==> src/rtl/ndf_pkg.sv <==
package ndf_pkg;
   typedef enum logic [1:0] {
      SEL_SUCC = 2'd0,
      SEL_DIAG = 2'd1
   } ndf_sel_e;

   localparam int DIAG_LIVE_BIT = 0;
   localparam int DIAG_NEWS_BIT = 1;
   localparam int DIAG_NAK_BIT  = 2;
   localparam int DIAG_EVT_LSB  = 3;
endpackage

==> src/rtl/ndf_sticky_bit.sv <==
module ndf_sticky_bit (
   input  logic clk,
   input  logic hw_rst_n,
   input  logic sw_rst,
   input  logic set_i,
   input  logic clr_i,
   output logic q_o
);
   always_ff @(posedge clk or negedge hw_rst_n) begin
      if (!hw_rst_n)   q_o <= 1'b0;
      else if (sw_rst) q_o <= 1'b0;
      else             q_o <= set_i | (q_o & ~clr_i);
   end

   // a set on the same edge as a clear keeps the bit
   p_set_wins_r7: assert property (@(posedge clk) disable iff (!hw_rst_n)
      (set_i && !sw_rst) |=> q_o);
endmodule

==> src/rtl/ndf_succ_reg.sv <==
module ndf_succ_reg #(
   parameter int ID_W = 8
) (
   input  logic            clk,
   input  logic            hw_rst_n,
   input  logic            sw_rst,
   input  logic            load_i,
   input  logic [ID_W-1:0] load_data_i,
   input  logic            rd_clr_i,
   output logic [ID_W-1:0] id_o,
   output logic            flag_o
);
   always_ff @(posedge clk or negedge hw_rst_n) begin
      if (!hw_rst_n)   id_o <= '0;
      else if (sw_rst) id_o <= '0;
      else if (load_i) id_o <= load_data_i;
   end

   ndf_sticky_bit u_flag (
      .clk(clk), .hw_rst_n(hw_rst_n), .sw_rst(sw_rst),
      .set_i(load_i), .clr_i(rd_clr_i), .q_o(flag_o)
   );

   p_id_load_r2: assert property (@(posedge clk) disable iff (!hw_rst_n)
      (load_i && !sw_rst) |=> (id_o == $past(load_data_i)));
   p_flag_hold_r3: assert property (@(posedge clk) disable iff (!hw_rst_n)
      (flag_o && !rd_clr_i && !sw_rst) |=> flag_o);
   p_swrst_r9: assert property (@(posedge clk) disable iff (!hw_rst_n)
      sw_rst |=> (id_o == '0 && !flag_o));
endmodule

==> src/rtl/ndf_diag_bits.sv <==
module ndf_diag_bits #(
   parameter int N_EVT = 5
) (
   input  logic             clk,
   input  logic             hw_rst_n,
   input  logic             sw_rst,
   input  logic [N_EVT-1:0] evt_i,
   input  logic             nak_i,
   input  logic             rd_clr_i,
   input  logic             cmd_clr_i,
   output logic [N_EVT-1:0] evt_o,
   output logic             nak_o
);
   for (genvar g = 0; g < N_EVT; g++) begin : g_evt
      ndf_sticky_bit u_bit (
         .clk(clk), .hw_rst_n(hw_rst_n), .sw_rst(sw_rst),
         .set_i(evt_i[g]), .clr_i(rd_clr_i), .q_o(evt_o[g])
      );
   end

   ndf_sticky_bit u_nak (
      .clk(clk), .hw_rst_n(hw_rst_n), .sw_rst(sw_rst),
      .set_i(nak_i), .clr_i(cmd_clr_i), .q_o(nak_o)
   );

   p_evt_clear_r5: assert property (@(posedge clk) disable iff (!hw_rst_n)
      (rd_clr_i && evt_i == '0) |=> (evt_o == '0));
   p_nak_sticky_r6: assert property (@(posedge clk) disable iff (!hw_rst_n)
      (nak_o && !cmd_clr_i && !sw_rst) |=> nak_o);
endmodule

==> src/rtl/ndf_read_port.sv <==
module ndf_read_port #(
   parameter int W      = 8,
   parameter bit RD_REG = 1'b1
) (
   input  logic         clk,
   input  logic         hw_rst_n,
   input  logic         sw_rst,
   input  logic         rd_stb_i,
   input  logic [W-1:0] value_i,
   output logic [W-1:0] rd_data_o
);
   if (RD_REG) begin : g_reg
      always_ff @(posedge clk or negedge hw_rst_n) begin
         if (!hw_rst_n)     rd_data_o <= '0;
         else if (sw_rst)   rd_data_o <= '0;
         else if (rd_stb_i) rd_data_o <= value_i;
      end

      p_capture_r10: assert property (@(posedge clk) disable iff (!hw_rst_n)
         (rd_stb_i && !sw_rst) |=> (rd_data_o == $past(value_i)));
      p_hold_r10: assert property (@(posedge clk) disable iff (!hw_rst_n)
         (!rd_stb_i && !sw_rst) |=> $stable(rd_data_o));
   end else begin : g_comb
      logic unused_ok;
      assign unused_ok = clk ^ hw_rst_n ^ sw_rst ^ rd_stb_i;
      assign rd_data_o = value_i;
   end
endmodule

==> src/rtl/ndf_flag_unit.sv <==
module ndf_flag_unit #(
   parameter int ID_W   = 8,
   parameter int REG_W  = 8,
   parameter int N_EVT  = 5,
   parameter bit RD_REG = 1'b1
) (
   input  logic             clk,
   input  logic             hw_rst_n,
   input  logic             sw_rst,
   input  logic [N_EVT-1:0] seq_evt,
   input  logic             seq_nak,
   input  logic             succ_load,
   input  logic [ID_W-1:0]  succ_data,
   input  logic             line_live,
   input  logic             rd_stb,
   input  logic [1:0]       rd_sel,
   input  logic             clr_flags,
   input  logic [1:0]       irq_mask,
   output logic [REG_W-1:0] rd_data,
   output logic             irq
);
   import ndf_pkg::*;

   localparam int EVT_MSB = DIAG_EVT_LSB + N_EVT - 1;
   localparam int PAD_W   = REG_W - (EVT_MSB + 1);

   if (EVT_MSB >= REG_W) begin : g_chk_evt
      $error("diagnostic event bits do not fit in REG_W");
   end
   if (ID_W > REG_W) begin : g_chk_id
      $error("ID_W wider than REG_W");
   end

   logic             rd_succ, rd_diag;
   logic [ID_W-1:0]  succ_id;
   logic             news_flag, nak_flag;
   logic [N_EVT-1:0] evt_q;
   logic [REG_W-1:0] diag_word, succ_word, sel_word;

   assign rd_succ = rd_stb && (rd_sel == SEL_SUCC);
   assign rd_diag = rd_stb && (rd_sel == SEL_DIAG);

   ndf_succ_reg #(.ID_W(ID_W)) u_succ (
      .clk(clk), .hw_rst_n(hw_rst_n), .sw_rst(sw_rst),
      .load_i(succ_load), .load_data_i(succ_data), .rd_clr_i(rd_succ),
      .id_o(succ_id), .flag_o(news_flag)
   );

   ndf_diag_bits #(.N_EVT(N_EVT)) u_diag (
      .clk(clk), .hw_rst_n(hw_rst_n), .sw_rst(sw_rst),
      .evt_i(seq_evt), .nak_i(seq_nak), .rd_clr_i(rd_diag),
      .cmd_clr_i(clr_flags), .evt_o(evt_q), .nak_o(nak_flag)
   );

   if (PAD_W > 0) begin : g_pad
      assign diag_word[REG_W-1:EVT_MSB+1] = '0;
   end
   assign diag_word[EVT_MSB:DIAG_EVT_LSB] = evt_q;
   assign diag_word[DIAG_NAK_BIT]         = nak_flag;
   assign diag_word[DIAG_NEWS_BIT]        = news_flag;
   assign diag_word[DIAG_LIVE_BIT]        = line_live;

   if (ID_W < REG_W) begin : g_id_ext
      assign succ_word = {{(REG_W-ID_W){1'b0}}, succ_id};
   end else begin : g_id_full
      assign succ_word = succ_id;
   end

   always_comb begin
      unique case (rd_sel)
         SEL_SUCC: sel_word = succ_word;
         SEL_DIAG: sel_word = diag_word;
         default:  sel_word = '0;
      endcase
   end

   ndf_read_port #(.W(REG_W), .RD_REG(RD_REG)) u_rd (
      .clk(clk), .hw_rst_n(hw_rst_n), .sw_rst(sw_rst),
      .rd_stb_i(rd_stb), .value_i(sel_word), .rd_data_o(rd_data)
   );

   assign irq = (news_flag & irq_mask[0]) | (nak_flag & irq_mask[1]);

   // a diagnostic read never clears the new-successor flag
   p_diag_keeps_news_r3: assert property (@(posedge clk) disable iff (!hw_rst_n)
      (news_flag && rd_diag && !sw_rst) |=> news_flag);
   p_load_sets_r2: assert property (@(posedge clk) disable iff (!hw_rst_n)
      (succ_load && !sw_rst && irq_mask[0]) |=> (irq || !irq_mask[0]));
   p_irq_off_r8: assert property (@(posedge clk) disable iff (!hw_rst_n)
      (irq_mask == 2'b00) |-> !irq);
endmodule

==> config.mk <==
export PLATFORM = sky130hd
export DESIGN_NAME = ndf_flag_unit
export DESIGN_NICKNAME = d
export VERILOG_FILES = /design/src/rtl/ndf_pkg.sv /design/src/rtl/ndf_sticky_bit.sv /design/src/rtl/ndf_succ_reg.sv /design/src/rtl/ndf_diag_bits.sv /design/src/rtl/ndf_read_port.sv /design/src/rtl/ndf_flag_unit.sv
export SDC_FILE = /design/constraint.sdc
export NUM_CORES = 1
export LEC_CHECK = 0
export BUFFER_PORTS_ARGS = -buffer_cell sky130_fd_sc_hd__buf_4
export CAP_MARGIN = 40
export CORE_MARGIN = 10
export CORE_UTILIZATION = 52
export CTS_BUF_LIST = sky130_fd_sc_hd__clkbuf_8 sky130_fd_sc_hd__clkbuf_16
export DETAILED_ROUTE_END_ITERATION = 16
export GPL_TIMING_DRIVEN = 1
export PLACE_DENSITY_LB_ADDON = 0.3
export REMOVE_ABC_BUFFERS = 1
export SLEW_MARGIN = 20
export SYNTH_ARGS = -nofsm -noshare
export SYNTH_HDL_FRONTEND = slang
export SYNTH_SLANG_ARGS = --single-unit
==> constraint.sdc <==
create_clock -name clk -period 1.5 [get_ports clk]
set_input_delay 0 -clock clk [delete_from_list [all_inputs] [get_ports clk]]
set_output_delay 0 -clock clk [all_outputs]
set_load 0.1 [all_outputs]
# Word level (Yosys, flattened, before mapping)
# Index checks and enable logic that the tools add are counted.
# totals
register_bits	23
elab_cells	47
inputBits	25
# classes
n_bitwise	20
reduce_logical	5
muxes	12
n_eq_ne	1
# op_table
operator	n
two-way mux 8 bit	4
case mux 8 bit (2 select lines)	1
AND 1 bit	9
bitwise OR 1 bit	8
two-way mux 1 bit	7
nonzero test 2 bit	2
NOT 1 bit	3
== test 2 x 1 -> 1 bit (second input constant)	1
logical AND 1 bit	2
logical NOT 2 bit	1

# Longest topological paths before layout
# depth
depth_word	6
ltp_mapped	4
depth_no_buf	2

# Modules after synthesis
# From an unflattened synthesis, not the netlist that was laid out.
# unflattened
hier_cells	101
hier_area_um2	1112.3
# modules_own_cells
module	area_per_inst_um2	seq_area_each_um2	cells_each	n_inst
ndf_read_port	325.3	200.2	26	1
ndf_succ_reg	325.3	200.2	26	1
ndf_sticky_bit	43.8	25.0	4	7
ndf_flag_unit	155.1	0.0	21	1

# Worst setup path after synthesis
# Ideal clock, no wire load.
# synth_timing
path_type	flip-flop to flip-flop
from	register u_rd.rd_data_o[0] (netlist name)
to	register u_rd.rd_data_o[0]
period_less_slack_ns	1.163
required_ns	1.422
path_slack_ns	0.337
stages_incl_launch_ff	2
arrival_time_ns	1.085
path_cell_list	dfrtp_1 o2bb2ai_1
# synth_rtl
item	line_no	source
end signal, assigned	ndf_read_port.sv:16	else if (rd_stb_i) rd_data_o <= value_i;
end, declared	ndf_read_port.sv:10	output logic [W-1:0] rd_data_o

# Worst setup path in the final report
# layout_timing
from	input port seq_nak
to	register u_diag.u_nak.q_o
# layout_via
elab_chain_len	2
# layout_lines
item	line_no	source
start, declared	ndf_flag_unit.sv:11	input logic seq_nak,
bitwise OR 1 bit	ndf_sticky_bit.sv:12	else q_o <= set_i | (q_o & ~clr_i);
two-way mux 1 bit	ndf_sticky_bit.sv:11	else if (sw_rst) q_o <= 1'b0;
end signal, assigned	ndf_sticky_bit.sv:12	
end, declared	ndf_sticky_bit.sv:7	output logic q_o
# No other way between the ends.
# A chain may end at the register's enable or synchronous reset.

==> summary.txt <==
Slew Limit Fails -> 0
Area contributors post-synth -> dfrtp_1, mux2i_1, o2bb2ai_1
Mapped Area -> 1020 um2
Final Non-Filler Cells -> 150
CTS Sinks -> 23
Slew headroom -> 62.4%
via density per instance -> 5.49
post-cts gate resize count -> 0
multiplexer area fraction after synthesis -> 15.7%
sequential element share of the synthesized area -> 56.4%
die height -> 64.3 um
worst r2r dst -> u_diag.u_nak.q_o
Worst path max stage delay -> 570 ps
total power -> 1.32 mW
FP Rows -> 15
setup violators final -> 0
nets -> 151
Clock Skews -> 5.52 ps
TritonCTS clock tree -> built
post-synthesis instance total -> 84
Initial DRT Pass Iterations -> 4
clk buf depth -> 2
worst-path fanout max -> 1
Die X -> 64.3 um
Synth Register Bits -> 23
synth unique cells -> 15
worst path required time -> 1660 ps
RSZ-0062 raised after global routing -> no
core footprint -> 1800 um2
Post-Syn Area per Cell -> 12.1 um2
Lkg Pwr -> 0.704 nW
largest family of logic cells by synthesized area -> simple AND/OR/NAND/NOR gates
Vias -> 824
critical path type -> primary input to register
Synth Area in Simple Gates -> 15.7%
Initial DRC Count -> 27
cell area power density -> 944 nW/um2
hold path depth -> 3
run status -> finished clean
Placer Congestion -> 0.765
worst setup margin -> 283 ps
root buffer cell -> clkbuf_8
Fmax -> 822 MHz
Starting Density -> 56.6%
reg2reg start -> u_diag.u_nak.q_o
Remaining DRCs -> 0
minimum clock period -> 1220 ps
worst hold slack -> 2.09 ps
crit path cell chain -> dlygate4sd3_1 -> buf_4 -> inv_1 -> a21oi_1 -> dlygate4sd3_1
dominant cell type by area after synthesis -> dfrtp_1
Synth top area share -> 56.4%
Die Area -> 4130 um2
setup TNS -> 0 ps
most frequent CP cell -> dlygate4sd3_1
total of max-cap violations -> 0
number of buffers created by CTS -> 3
Post CTS Setup Buffer Count -> 0
Detailed Route WL -> 2670 um
peak supply drop -> 0.000647 V
Placed Cells -> 137
antenna violation net count after detailed routing -> 0
adder-cell share of the synthesized area -> 0%
H-tree Lvls -> 1
# diodes -> 0
Area growth, synth to finish -> 37.2%
Syn. warnings -> 0
R2R depth -> 3
worst hold path class -> primary input to register
antenna violations before repair -> 0
FILL cells -> 132
HP Start -> seq_evt[4]
layout cells sized above 1 -> 29.6%
Reg clk slew, reported paths -> 80 ps
reg-to-reg slack, setup -> 300 ps
gr ovfl total -> 0
Overall Global Routing Usage -> 13.3%
worst path buffer plus inverter count -> 4
Least-Margin Pin Slew -> 563 ps
largest net degree at the start of global routing -> 24
Post-DP HPWL -> 1830 um
first-pass GRT wire length -> 4440 um
critical path's slowest cell -> dlygate4sd3_1
Crit. End Element -> register
number of global-route vias before repair -> 934
Worst Hold End -> u_diag.g_evt[4].u_bit.q_o
Hold Violations, Final -> 0
Setup crit start kind -> primary input
Synth Area in XOR/XNOR -> 0%
# port buffers -> 33
I/O Pins -> 34
compound-gate portion of the synthesized area -> 8.22%
WL/cell -> 17.8 um
Final Cycle Share -> 81.1%
Arrival @ worst endpoint -> 1380 ps
DP Worst Slack -> 519 ps
Clock Latency Late Sink -> 270 ps
critical path's top delay family -> buffers and inverters
## sequential cells by signal, indices dropped and copies added (netlist names)
| register | flops |
|---|---|
| u_succ.u_flag.q_o | 1 |
| u_succ.id_o | 8 |
| u_diag.g_evt.u_bit.q_o | 5 |
| u_diag.u_nak.q_o | 1 |
| u_rd.rd_data_o | 8 |
## layout make-up
type	instances	area [um2]	area share [%]
clock inverter	1	5.00	0.358
multi-input combinational	55	404	28.9
timing repair buffer	42	338	24.2
inverter	1	3.75	0.268
clock buffer	3	41.3	2.95
tap	25	31.3	2.24
sequential	23	576	41.1
## synthesized netlist by cell type
cell type	n
a21oi_1	1
a22o_1	1
buf_2	2
buf_6	2
clkbuf_1	1
dfrtp_1	23
inv_1	1
mux2i_1	16
nand2b_1	1
nor2_1	15
nor3_1	6
nor4b_1	1
nor4bb_1	5
o2bb2ai_1	8
or3b_1	1
## worst max-delay path by stage
stage	to	from	cells past startpoint	slack [ps]
6_report	u_diag.u_nak.q_o	seq_nak	5	280
5_1_grt	u_diag.u_nak.q_o	u_diag.u_nak.q_o	3	230
4_1_cts	u_diag.u_nak.q_o	u_diag.u_nak.q_o	3	310
3_5_place_dp	u_rd.rd_data_o[1]	sw_rst	3	520
3_3_place_gp	u_rd.rd_data_o[5]	sw_rst	3	550
2_1_floorplan	u_rd.rd_data_o[0]	u_rd.rd_data_o[0]	1	340
## power by group
group | total [mW] | switching, mW | internal [mW] | leakage (nW)
combinational | 0.256 | 0.148 | 0.108 | 0.373
sequential | 0.671 | 0.0195 | 0.651 | 0.305
clock | 0.394 | 0.208 | 0.186 | 0.0255
## kinds of logic (layout without fill, tap and decap cells)
family	after synthesis	count (layout)
mux	16	16
compound gates	10	10
flops	23	23
simple gates	29	29
buf+inv	6	47
## layout by cell type, fill, tap and decap left out
cell and count:
buf_4 33, dfrtp_1 23, mux2i_1 16, nor2_1 15
dlygate4sd3_1 9, o2bb2ai_1 8, nor3_1 6, nor4bb_1 5
clkbuf_8 3, a22o_1 1, inv_1 1, nand2b_1 1
a21oi_1 1, nor4b_1 1, or3b_1 1, clkinv_2 1
## worst reg2reg max path, cell delays in order, from the launching register on
cell and delay [ps]:
dfrtp_1 400, nand2b_1 70, a21oi_1 60, dlygate4sd3_1 560
## repair_timing
| action | in CTS | in global routing |
|---|---|---|
| setup endpoints to repair | 0 | 0 |
| endpoints found under the hold margin | 30 | 0 |
| hold buffers | 9 | 0 |
## routing by layer
metal	global-route usage, %	wire length, um	vias to the layer above
met1	15.0	1110	408
met5	0	0	-
li1	-	-	386
met3	3.66	158	5
met2	22.9	1350	25
met4	5.61	44	0
## stage by stage
stage               util, %  cell area, um2
detailed placement     70.1            1260
CTS                    77.6            1400
finish                 77.6            1400
global route           77.6            1400
floorplan                 -             983
global placement       70.1            1260
Power figures use the tool's default switching activity.
